===== src/rtl/nego_pkg.sv =====
package nego_pkg;

    typedef enum logic [2:0] {
        ST_IDLE,
        ST_SETUP,
        ST_REQ,
        ST_STROBE,
        ST_RELEASE,
        ST_FINISH
    } nego_state_e;

    typedef enum logic [1:0] {
        RES_NONCOMPLIANT = 2'b00,
        RES_ACCEPT       = 2'b01,
        RES_REJECT       = 2'b10,
        RES_FAIL         = 2'b11
    } nego_result_e;

endpackage


===== src/rtl/nego_sync.sv =====
module nego_sync #(
    parameter int               WIDTH   = 4,
    parameter logic [WIDTH-1:0] RST_VAL = '0
) (
    input  logic             clk,
    input  logic             rst_n,
    input  logic [WIDTH-1:0] async_i,
    output logic [WIDTH-1:0] sync_o
);

    // two flops per line, one generate instance per bit
    for (genvar b = 0; b < WIDTH; b++) begin : g_bit
        logic meta_q;
        logic stab_q;

        always_ff @(posedge clk or negedge rst_n) begin
            if (!rst_n) begin
                meta_q <= RST_VAL[b];
                stab_q <= RST_VAL[b];
            end else begin
                meta_q <= async_i[b];
                stab_q <= meta_q;
            end
        end

        assign sync_o[b] = stab_q;
    end

endmodule


===== src/rtl/nego_timer.sv =====
module nego_timer #(
    parameter int CNT_W = 8
) (
    input  logic             clk,
    input  logic             rst_n,
    input  logic             clr_i,
    output logic [CNT_W-1:0] cnt_o
);

    // saturating cycle counter, cleared on every state entry that needs it
    always_ff @(posedge clk or negedge rst_n) begin
        if (!rst_n) begin
            cnt_o <= '0;
        end else if (clr_i) begin
            cnt_o <= '0;
        end else if (cnt_o != {CNT_W{1'b1}}) begin
            cnt_o <= cnt_o + 1'b1;
        end
    end

endmodule


===== src/rtl/nego_fsm.sv =====
module nego_fsm
    import nego_pkg::*;
#(
    parameter int         TIMEOUT_CLKS = 2000,
    parameter int         STB_CLKS     = 4,
    parameter int         CNT_W        = 11,
    parameter logic [7:0] NIBBLE_CODE  = 8'h00
) (
    input  logic             clk,
    input  logic             rst_n,
    input  logic             start_i,
    input  logic [7:0]       req_i,
    input  logic             ack_n_s_i,
    input  logic             err_n_s_i,
    input  logic             pe_s_i,
    input  logic             slct_s_i,
    input  logic [CNT_W-1:0] cnt_i,
    output logic             cnt_clr_o,
    output logic [7:0]       data_o,
    output logic             sel_in_n_o,
    output logic             auto_fd_n_o,
    output logic             strobe_n_o,
    output logic             busy_o,
    output logic             done_o,
    output logic [1:0]       result_o,
    output logic             rev_avail_o
);

    localparam int              STB_EFF  = (STB_CLKS < 1) ? 1 : STB_CLKS;
    localparam logic [CNT_W-1:0] TMO_LAST = CNT_W'(TIMEOUT_CLKS - 1);
    localparam logic [CNT_W-1:0] STB_LAST = CNT_W'(STB_EFF - 1);

    nego_state_e  state_q, state_n;
    logic [7:0]   req_q;
    nego_result_e result_q, res_n;
    logic         rev_q, rev_n, res_we;

    logic reply_ok;
    logic mode_ok;
    logic has_rev;

    assign reply_ok = !ack_n_s_i && err_n_s_i && pe_s_i && slct_s_i;
    assign mode_ok  = slct_s_i || (req_q == NIBBLE_CODE);
    assign has_rev  = !pe_s_i && !err_n_s_i;

    // next-state and outcome selection
    always_comb begin
        state_n   = state_q;
        cnt_clr_o = 1'b0;
        res_we    = 1'b0;
        res_n     = RES_NONCOMPLIANT;
        rev_n     = 1'b0;
        unique case (state_q)
            ST_IDLE: begin
                if (start_i) state_n = ST_SETUP;
            end
            ST_SETUP: begin
                state_n   = ST_REQ;
                cnt_clr_o = 1'b1;
            end
            ST_REQ: begin
                if (reply_ok) begin
                    state_n   = ST_STROBE;
                    cnt_clr_o = 1'b1;
                end else if (cnt_i == TMO_LAST) begin
                    state_n = ST_FINISH;
                    res_we  = 1'b1;
                    res_n   = RES_NONCOMPLIANT;
                end
            end
            ST_STROBE: begin
                if (cnt_i == STB_LAST) begin
                    state_n   = ST_RELEASE;
                    cnt_clr_o = 1'b1;
                end
            end
            ST_RELEASE: begin
                if (ack_n_s_i) begin
                    state_n = ST_FINISH;
                    res_we  = 1'b1;
                    res_n   = mode_ok ? RES_ACCEPT : RES_REJECT;
                    rev_n   = has_rev;
                end else if (cnt_i == TMO_LAST) begin
                    state_n = ST_FINISH;
                    res_we  = 1'b1;
                    res_n   = RES_FAIL;
                end
            end
            ST_FINISH: begin
                state_n = ST_IDLE;
            end
            default: begin
                state_n = ST_IDLE;
            end
        endcase
    end

    // state register and latched values
    always_ff @(posedge clk or negedge rst_n) begin
        if (!rst_n) begin
            state_q  <= ST_IDLE;
            req_q    <= '0;
            result_q <= RES_NONCOMPLIANT;
            rev_q    <= 1'b0;
        end else begin
            state_q <= state_n;
            if (state_q == ST_IDLE && start_i) req_q <= req_i;
            if (res_we) begin
                result_q <= res_n;
                rev_q    <= rev_n;
            end
        end
    end

    // port line levels per state
    always_comb begin
        data_o      = req_q;
        sel_in_n_o  = 1'b0;
        auto_fd_n_o = 1'b1;
        strobe_n_o  = 1'b1;
        busy_o      = 1'b1;
        done_o      = 1'b0;
        unique case (state_q)
            ST_IDLE: begin
                data_o = '0;
                busy_o = 1'b0;
            end
            ST_SETUP: begin
            end
            ST_REQ: begin
                sel_in_n_o  = 1'b1;
                auto_fd_n_o = 1'b0;
            end
            ST_STROBE: begin
                sel_in_n_o  = 1'b1;
                auto_fd_n_o = 1'b0;
                strobe_n_o  = 1'b0;
            end
            ST_RELEASE: begin
                sel_in_n_o = 1'b1;
            end
            ST_FINISH: begin
                done_o = 1'b1;
            end
            default: begin
                busy_o = 1'b0;
            end
        endcase
    end

    assign result_o    = result_q;
    assign rev_avail_o = rev_q;


    data_hold_chk: assert property (@(posedge clk) disable iff (!rst_n)
        (busy_o && $past(busy_o)) |-> $stable(data_o));


    done_pulse_chk: assert property (@(posedge clk) disable iff (!rst_n)
        done_o |=> !done_o);


    result_hold_chk: assert property (@(posedge clk) disable iff (!rst_n)
        (!done_o) |-> ($stable(result_o) && $stable(rev_avail_o)));


    rev_outcome_chk: assert property (@(posedge clk) disable iff (!rst_n)
        rev_avail_o |-> (result_o == RES_ACCEPT || result_o == RES_REJECT));


    wait_bound_chk: assert property (@(posedge clk) disable iff (!rst_n)
        (state_q == ST_REQ || state_q == ST_RELEASE) |-> (cnt_i <= TMO_LAST));

endmodule


===== src/rtl/nego_seq.sv =====
module nego_seq #(
    parameter int         TIMEOUT_CLKS = 2000,
    parameter int         STB_CLKS     = 4,
    parameter logic [7:0] NIBBLE_CODE  = 8'h00
) (
    input  logic       clk,
    input  logic       rst_n,
    input  logic       start_i,
    input  logic [7:0] req_byte_i,
    input  logic       ack_n_i,
    input  logic       err_n_i,
    input  logic       pe_i,
    input  logic       slct_i,
    output logic [7:0] data_o,
    output logic       sel_in_n_o,
    output logic       auto_fd_n_o,
    output logic       strobe_n_o,
    output logic       busy_o,
    output logic       done_o,
    output logic [1:0] result_o,
    output logic       rev_avail_o
);

    localparam int STB_EFF  = (STB_CLKS < 1) ? 1 : STB_CLKS;
    localparam int MAX_WAIT = (TIMEOUT_CLKS > STB_EFF) ? TIMEOUT_CLKS : STB_EFF;
    localparam int CNT_W    = $clog2(MAX_WAIT + 1);

    logic [3:0]       raw_in;
    logic [3:0]       syn_in;
    logic             cnt_clr;
    logic [CNT_W-1:0] cnt;

    assign raw_in = {ack_n_i, err_n_i, pe_i, slct_i};

    nego_sync #(
        .WIDTH   (4),
        .RST_VAL (4'b1100)
    ) sync_i (
        .clk     (clk),
        .rst_n   (rst_n),
        .async_i (raw_in),
        .sync_o  (syn_in)
    );

    nego_timer #(
        .CNT_W (CNT_W)
    ) timer_i (
        .clk   (clk),
        .rst_n (rst_n),
        .clr_i (cnt_clr),
        .cnt_o (cnt)
    );

    nego_fsm #(
        .TIMEOUT_CLKS (TIMEOUT_CLKS),
        .STB_CLKS     (STB_EFF),
        .CNT_W        (CNT_W),
        .NIBBLE_CODE  (NIBBLE_CODE)
    ) fsm_i (
        .clk         (clk),
        .rst_n       (rst_n),
        .start_i     (start_i),
        .req_i       (req_byte_i),
        .ack_n_s_i   (syn_in[3]),
        .err_n_s_i   (syn_in[2]),
        .pe_s_i      (syn_in[1]),
        .slct_s_i    (syn_in[0]),
        .cnt_i       (cnt),
        .cnt_clr_o   (cnt_clr),
        .data_o      (data_o),
        .sel_in_n_o  (sel_in_n_o),
        .auto_fd_n_o (auto_fd_n_o),
        .strobe_n_o  (strobe_n_o),
        .busy_o      (busy_o),
        .done_o      (done_o),
        .result_o    (result_o),
        .rev_avail_o (rev_avail_o)
    );

endmodule


===== config.mk =====
export PLATFORM = sky130hd
export DESIGN_NAME = nego_seq
export DESIGN_NICKNAME = d
export VERILOG_FILES = /design/src/rtl/nego_pkg.sv /design/src/rtl/nego_sync.sv /design/src/rtl/nego_timer.sv /design/src/rtl/nego_fsm.sv /design/src/rtl/nego_seq.sv
export SDC_FILE = /design/constraint.sdc
export NUM_CORES = 1
export LEC_CHECK = 0
export CAP_MARGIN = 20
export CORE_MARGIN = 1
export CORE_UTILIZATION = 40
export CTS_BUF_LIST = sky130_fd_sc_hd__clkbuf_8
export DETAILED_ROUTE_END_ITERATION = 8
export PLACE_DENSITY = 0.73
export RECOVER_POWER = 50
export SLEW_MARGIN = 30
export SYNTH_ARGS = -nofsm -noshare
export SYNTH_HDL_FRONTEND = slang
export SYNTH_SLANG_ARGS = --single-unit
export TNS_END_PERCENT = 5

===== constraint.sdc =====
create_clock -name clk -period 2.2 [get_ports clk]
set_input_delay 0.66 -clock clk [delete_from_list [all_inputs] [get_ports clk]]
set_output_delay 0.66 -clock clk [all_outputs]
set_load 0.01 [all_outputs]

---- Yosys cells after proc, flatten, opt, wreduce, memory -nomap -nowiden ----
Index checks and enable logic that the tools add are counted.
operators by class
  add/sub/neg operators ................... 1
  equal/unequal tests ..................... 10
  muxes and demuxes ....................... 27
  reduce and logical (&&, ||, !) cells .... 16
operator list
  cell                                                    number
  2-to-1 mux 11 bit                                       2
  2-to-1 mux 3 bit                                        5
  one-hot mux 3 bit (5 select lines)                      1
  2-to-1 mux 1 bit                                        12
  adder 11 x 1 -> 11 bit (second input constant)          1
  == test 11 bit (second input constant)                  1
  == test 11 x 2 -> 1 bit (second input constant)         1
  inequality test 11 bit (second input constant)          1
  logical NOT 8 bit                                       1
  2-to-1 mux 2 bit                                        4
  2-to-1 mux 8 bit                                        1
  == test 3 x 2 -> 1 bit (second input constant)          2
  == test 3 bit (second input constant)                   2
  logical AND 1 bit                                       5
  OR reduction 5 bit                                      1
  == test 3 x 1 -> 1 bit (second input constant)          1
  logical NOT 1 bit                                       3
  logical NOT 3 bit                                       1
  one-hot mux 1 bit (3 select lines)                      1
  OR reduction 3 bit                                      1
  inequality test 2 x 1 -> 1 bit (second input constant)  1
  inequality test 2 bit (second input constant)           1
  one-hot mux 1 bit (2 select lines)                      1
  AND reduction 2 bit                                     1
  3 further kinds                                         3
storage, ports and cells
  flip-flop bits (word level) ............. 33
  input bits .............................. 15
  output and inout port bits .............. 16
  word-level logic and storage cells ...... 67

---- Longest topological paths before layout ----
  depth in word-level cells ............... 7
  gate-level depth with buffers ........... 6
  mapped depth without buffers ............ 5

---- By module ----
Synthesis repeated with hierarchy kept, for this count alone.
unflattened totals
  cell total of the unflattened synthesis .. 154
  area, all modules ....................... 1645.3 sq um
modules (own cells, without submodules)
  module      times used  cells an instance  area each (sq um)  sequential area each (sq um)
  nego_fsm    1           82                 810.8              350.3
  nego_timer  1           60                 599.3              275.3
  nego_sync   1           12                 235.2              205.2

---- Worst setup path after synthesis ----
Ideal clock, no wire load.
  kind .................................... reg2out
  from .................................... reg fsm_i.state_q[1]
  to ...................................... out data_o[1]
  data arrival time ....................... 1.291 ns
  required time ........................... 1.540 ns
  setup slack ............................. 0.249 ns
  cell stages (with the launch flop) ...... 4
  path buffers ............................ 1
  cell sequence ........................... dfrtp_1 > buf_6 > nor3_1 > and2b_1
between the ends
  word-level cells in the longest chain between the ends .. 2
ends and longest elaborated chain
  element                 line             source
  start, declared         nego_fsm.sv:33   nego_state_e state_q, state_n;
  start signal, assigned  nego_fsm.sv:106  state_q <= state_n;
  logical NOT 3 bit       nego_fsm.sv:123  unique case (state_q)
  2-to-1 mux 8 bit        nego_fsm.sv:123
  end, declared           nego_seq.sv:14   output logic [7:0] data_o,
Every way passes these cells.

---- Worst setup path after layout ----
  from .................................... reg fsm_i.state_q[1]
  to ...................................... out done_o
between the ends
  word-level cells in the longest chain between the ends .. 2
ends and longest elaborated chain
  element           line             source
  == test 3 bit     nego_fsm.sv:123
  2-to-1 mux 1 bit  nego_fsm.sv:123
  end, declared     nego_seq.sv:19   output logic done_o,
Every way passes these cells.

==> results.ini <==
[power]
ir_drop_mv=0.437
power_density_mw_per_mm2=1170
leakage_nw=0.863

[synth]
synth_area_leaders=dfrtp_1 (45%), dfstp_2 (6.5%), mux2_2 (6.3%)
ys_types=44
syn_nets=166
synth_top_area_share=0.450
synth.avg_cell_area_um2=10.8
synthArstFlopShare=1.00
synth_flop_cell=dfrtp_1
ys_seq_area_frac=0.515
synth-edff-count=0
synthCells=150
yosys.area.top_type=dfrtp_1
syn-cell-area_mm2=0.00161
ys_ff_latch=33
synth_warnings=0

[placed_design]
hpwl_um=2430
gp_congestion=0.835
dpl.cell_count=229
port-buffer-count=30

[sta]
fmax_ghz=0.472
fin_crit_sh=0.963
setup_viol=0
hold_viol=0
report.final.slew_viol_count=0
clock_skew_ns=0.00488
fin_crit_ns=2.12
tns_ns=0
relSlewSlack=0.473
worstMarginPinSlew_ns=0.790

[route]
drc=0
wl_um=3290
antenna_left=0
vias_per_cell=5.50
drt_pass1_iterations=4
vias=1315
first_iter_violations=89
wl_per_cell_um=13.7

[clock_tree]
clk_latency_ns=0.28
cts.sinks=33
h-tree-depth=2
cts_root_buf=clkbuf_8
cts_tree=done
path_clk_slew_ns=0.06
cts_buffer_depth=2
numCtsBuffers=5

[die]
num_rows=22
ios=31
core_area_mm2=0.00377
die_w_um=65.5
fp.dieH_um=65.5
die-area_mm2=0.00429
start_util=0.428

[cells_and_area]
final_nets=206
nFillCells=306
synthToLayoutAreaGrowth_pct=30.9
antenna_cells=0
drive_above_1_share=0.209
fin_cells=239

[critical_path]
worstPathArrival_ns=1.46
crit_fanout=9
crit_required_ns=1.54
path_class=reg -> out
startpoint_type=flip-flop
cp-end-kind=primary output

[grt]
grt.met1_usage=0.227
grt_pass1_vias=1361
top_usage_layer=met2
globalRoute.totalOverflow=0
antenna_found_initial=0
use_met2=0.273
grt_pass1_wl_um=5820
grt.total_usage=0.179
grt.met3_usage=0.0590
grt_max_degree=34

[worst_hold_path]
hold_path.class=reg -> reg

[run]
cap_violations=0

[outcome]
outcome=finished, final reports clean

-- synth_stat cells (all sizes together), types with 4 or more instances --
master  number
dfstp        4
nand3        5
nor2b        5
nor2        13
and2b        5
nand2       10
a21oi        9
a211oi       4
dfrtp       29
mux2         9
buf          6
nor4         4
-- registers in the layout, summed over array words and instances, names as in the netlist --
name,cells
fsm_i.result_o,2
fsm_i.req_q,8
sync_i.g_bit.meta_q,4
fsm_i.rev_avail_o,1
timer_i.cnt_o,11
sync_i.g_bit.stab_q,4
fsm_i.state_q,3
-- cell type report --
cell class,instances,area [um^2],share of cell area
flip-flops and latches,33,831,0.393
multi-input cells,107,734,0.348
repair buffers,40,359,0.170
clock buffers,6,82.6,0.0391
well taps,48,60.1,0.0284
clock inverters,2,33.8,0.0160
inverters,3,11.3,0.00533
-- cells by family (layout without fill, tap and decap cells) --
family                     count (synthesis)  after routing  synth area share
muxes                                     10             10            0.0690
and+or+nand+nor                           62             62             0.226
AOI/OAI and AO/OA                         33             33             0.143
adders and majority gates                  1              1           0.00775
buffers and inverters                     10             51            0.0333
xor gates and xnor gates                   1              1           0.00543
DFF                                       33             33             0.515
-- timing repair --
item                                    4_1_cts  5_1_grt
hold buffers                                  0        0
endpoints found under the setup margin       13        5
setup buffers                                 0        2
gates resized for setup                      13        9
-- cell usage in the layout, fill, tap and decap left out, types with 2 or more instances in the layout --
master,count
dfrtp_1,29
nor2_1,13
clkdlybuf4s50_1,12
nand2_1,10
a21oi_1,9
mux2_2,9
buf_4,9
dlygate4sd2_1,7
clkbuf_8,6
and2b_1,5
nor2b_1,5
dlygate4sd3_1,5
clkdlybuf4s15_1,5
nand3_1,4
nor4_1,4
a211oi_1,4
dfstp_2,4
inv_1,3
a41oi_1,3
o21ai_0,3
o21a_1,3
or3_1,3
and2_1,2
nor4b_1,2
o31ai_1,2
or4_1,2
a311oi_1,2
a211o_1,2
nor3_1,2
clkbuf_2,2
-- layer usage --
layer / vias up / wire length, um
met4: 0 / 65
li1: 632 / -
met5: - / 0
met3: 8 / 132
met2: 26 / 1560
met1: 649 / 1530
-- path summary, 6_finish.rpt --
kind / startpoint / to / slack [ns] / cells past startpoint
min in group asynchronous: rst_n / sync_i.g_bit[1].stab_q$_DFF_PN0_ / 0.99 / 2
setup reg to reg: timer_i.cnt_o[0]$_DFFE_PN0P_ / fsm_i.result_o[1]$_DFFE_PN0P_ / 0.18 / 5
hold / removal: sync_i.g_bit[1].meta_q$_DFF_PN0_ / sync_i.g_bit[1].stab_q$_DFF_PN0_ / 0.35 / 0
max in group asynchronous: rst_n / timer_i.cnt_o[6]$_DFFE_PN0P_ / 0.71 / 2
hold reg to reg: sync_i.g_bit[1].meta_q$_DFF_PN0_ / sync_i.g_bit[1].stab_q$_DFF_PN0_ / 0.35 / 0
setup / recovery: fsm_i.state_q[1]$_DFFE_PN0P_ / done_o / 0.08 / 4
-- stage by stage --
stage	hold slack, ns	instance area [um^2]	power, W	util	setup WS (ns)
after global placement	0.332	1990	0.00193	0.528	0.105
after global routing	0.360	2110	0.00264	0.560	-0.00776
after floorplan	0.331	1610	0.00149	-	0.249
after CTS	0.351	2090	0.00245	0.555	0.00631
after detailed placement	0.336	1990	0.00198	0.528	0.0815
final	0.349	2110	0.00247	0.560	0.0813
-- power by group --
group / switching, W / leakage, nW / internal (W)
registers: 0.000140 / 0.400 / 0.000767
clock network: 0.000202 / 0.0626 / 0.000364
logic: 0.000469 / 0.401 / 0.000531
-- worst max-delay path: stages (launching register included) --
cell	delay [ns]
dfrtp_1	0.40
buf_4	0.17
or2b_1	0.24
nor2_1	0.11
clkdlybuf4s15_1	0.24
Power figures use the tool's default switching activity.
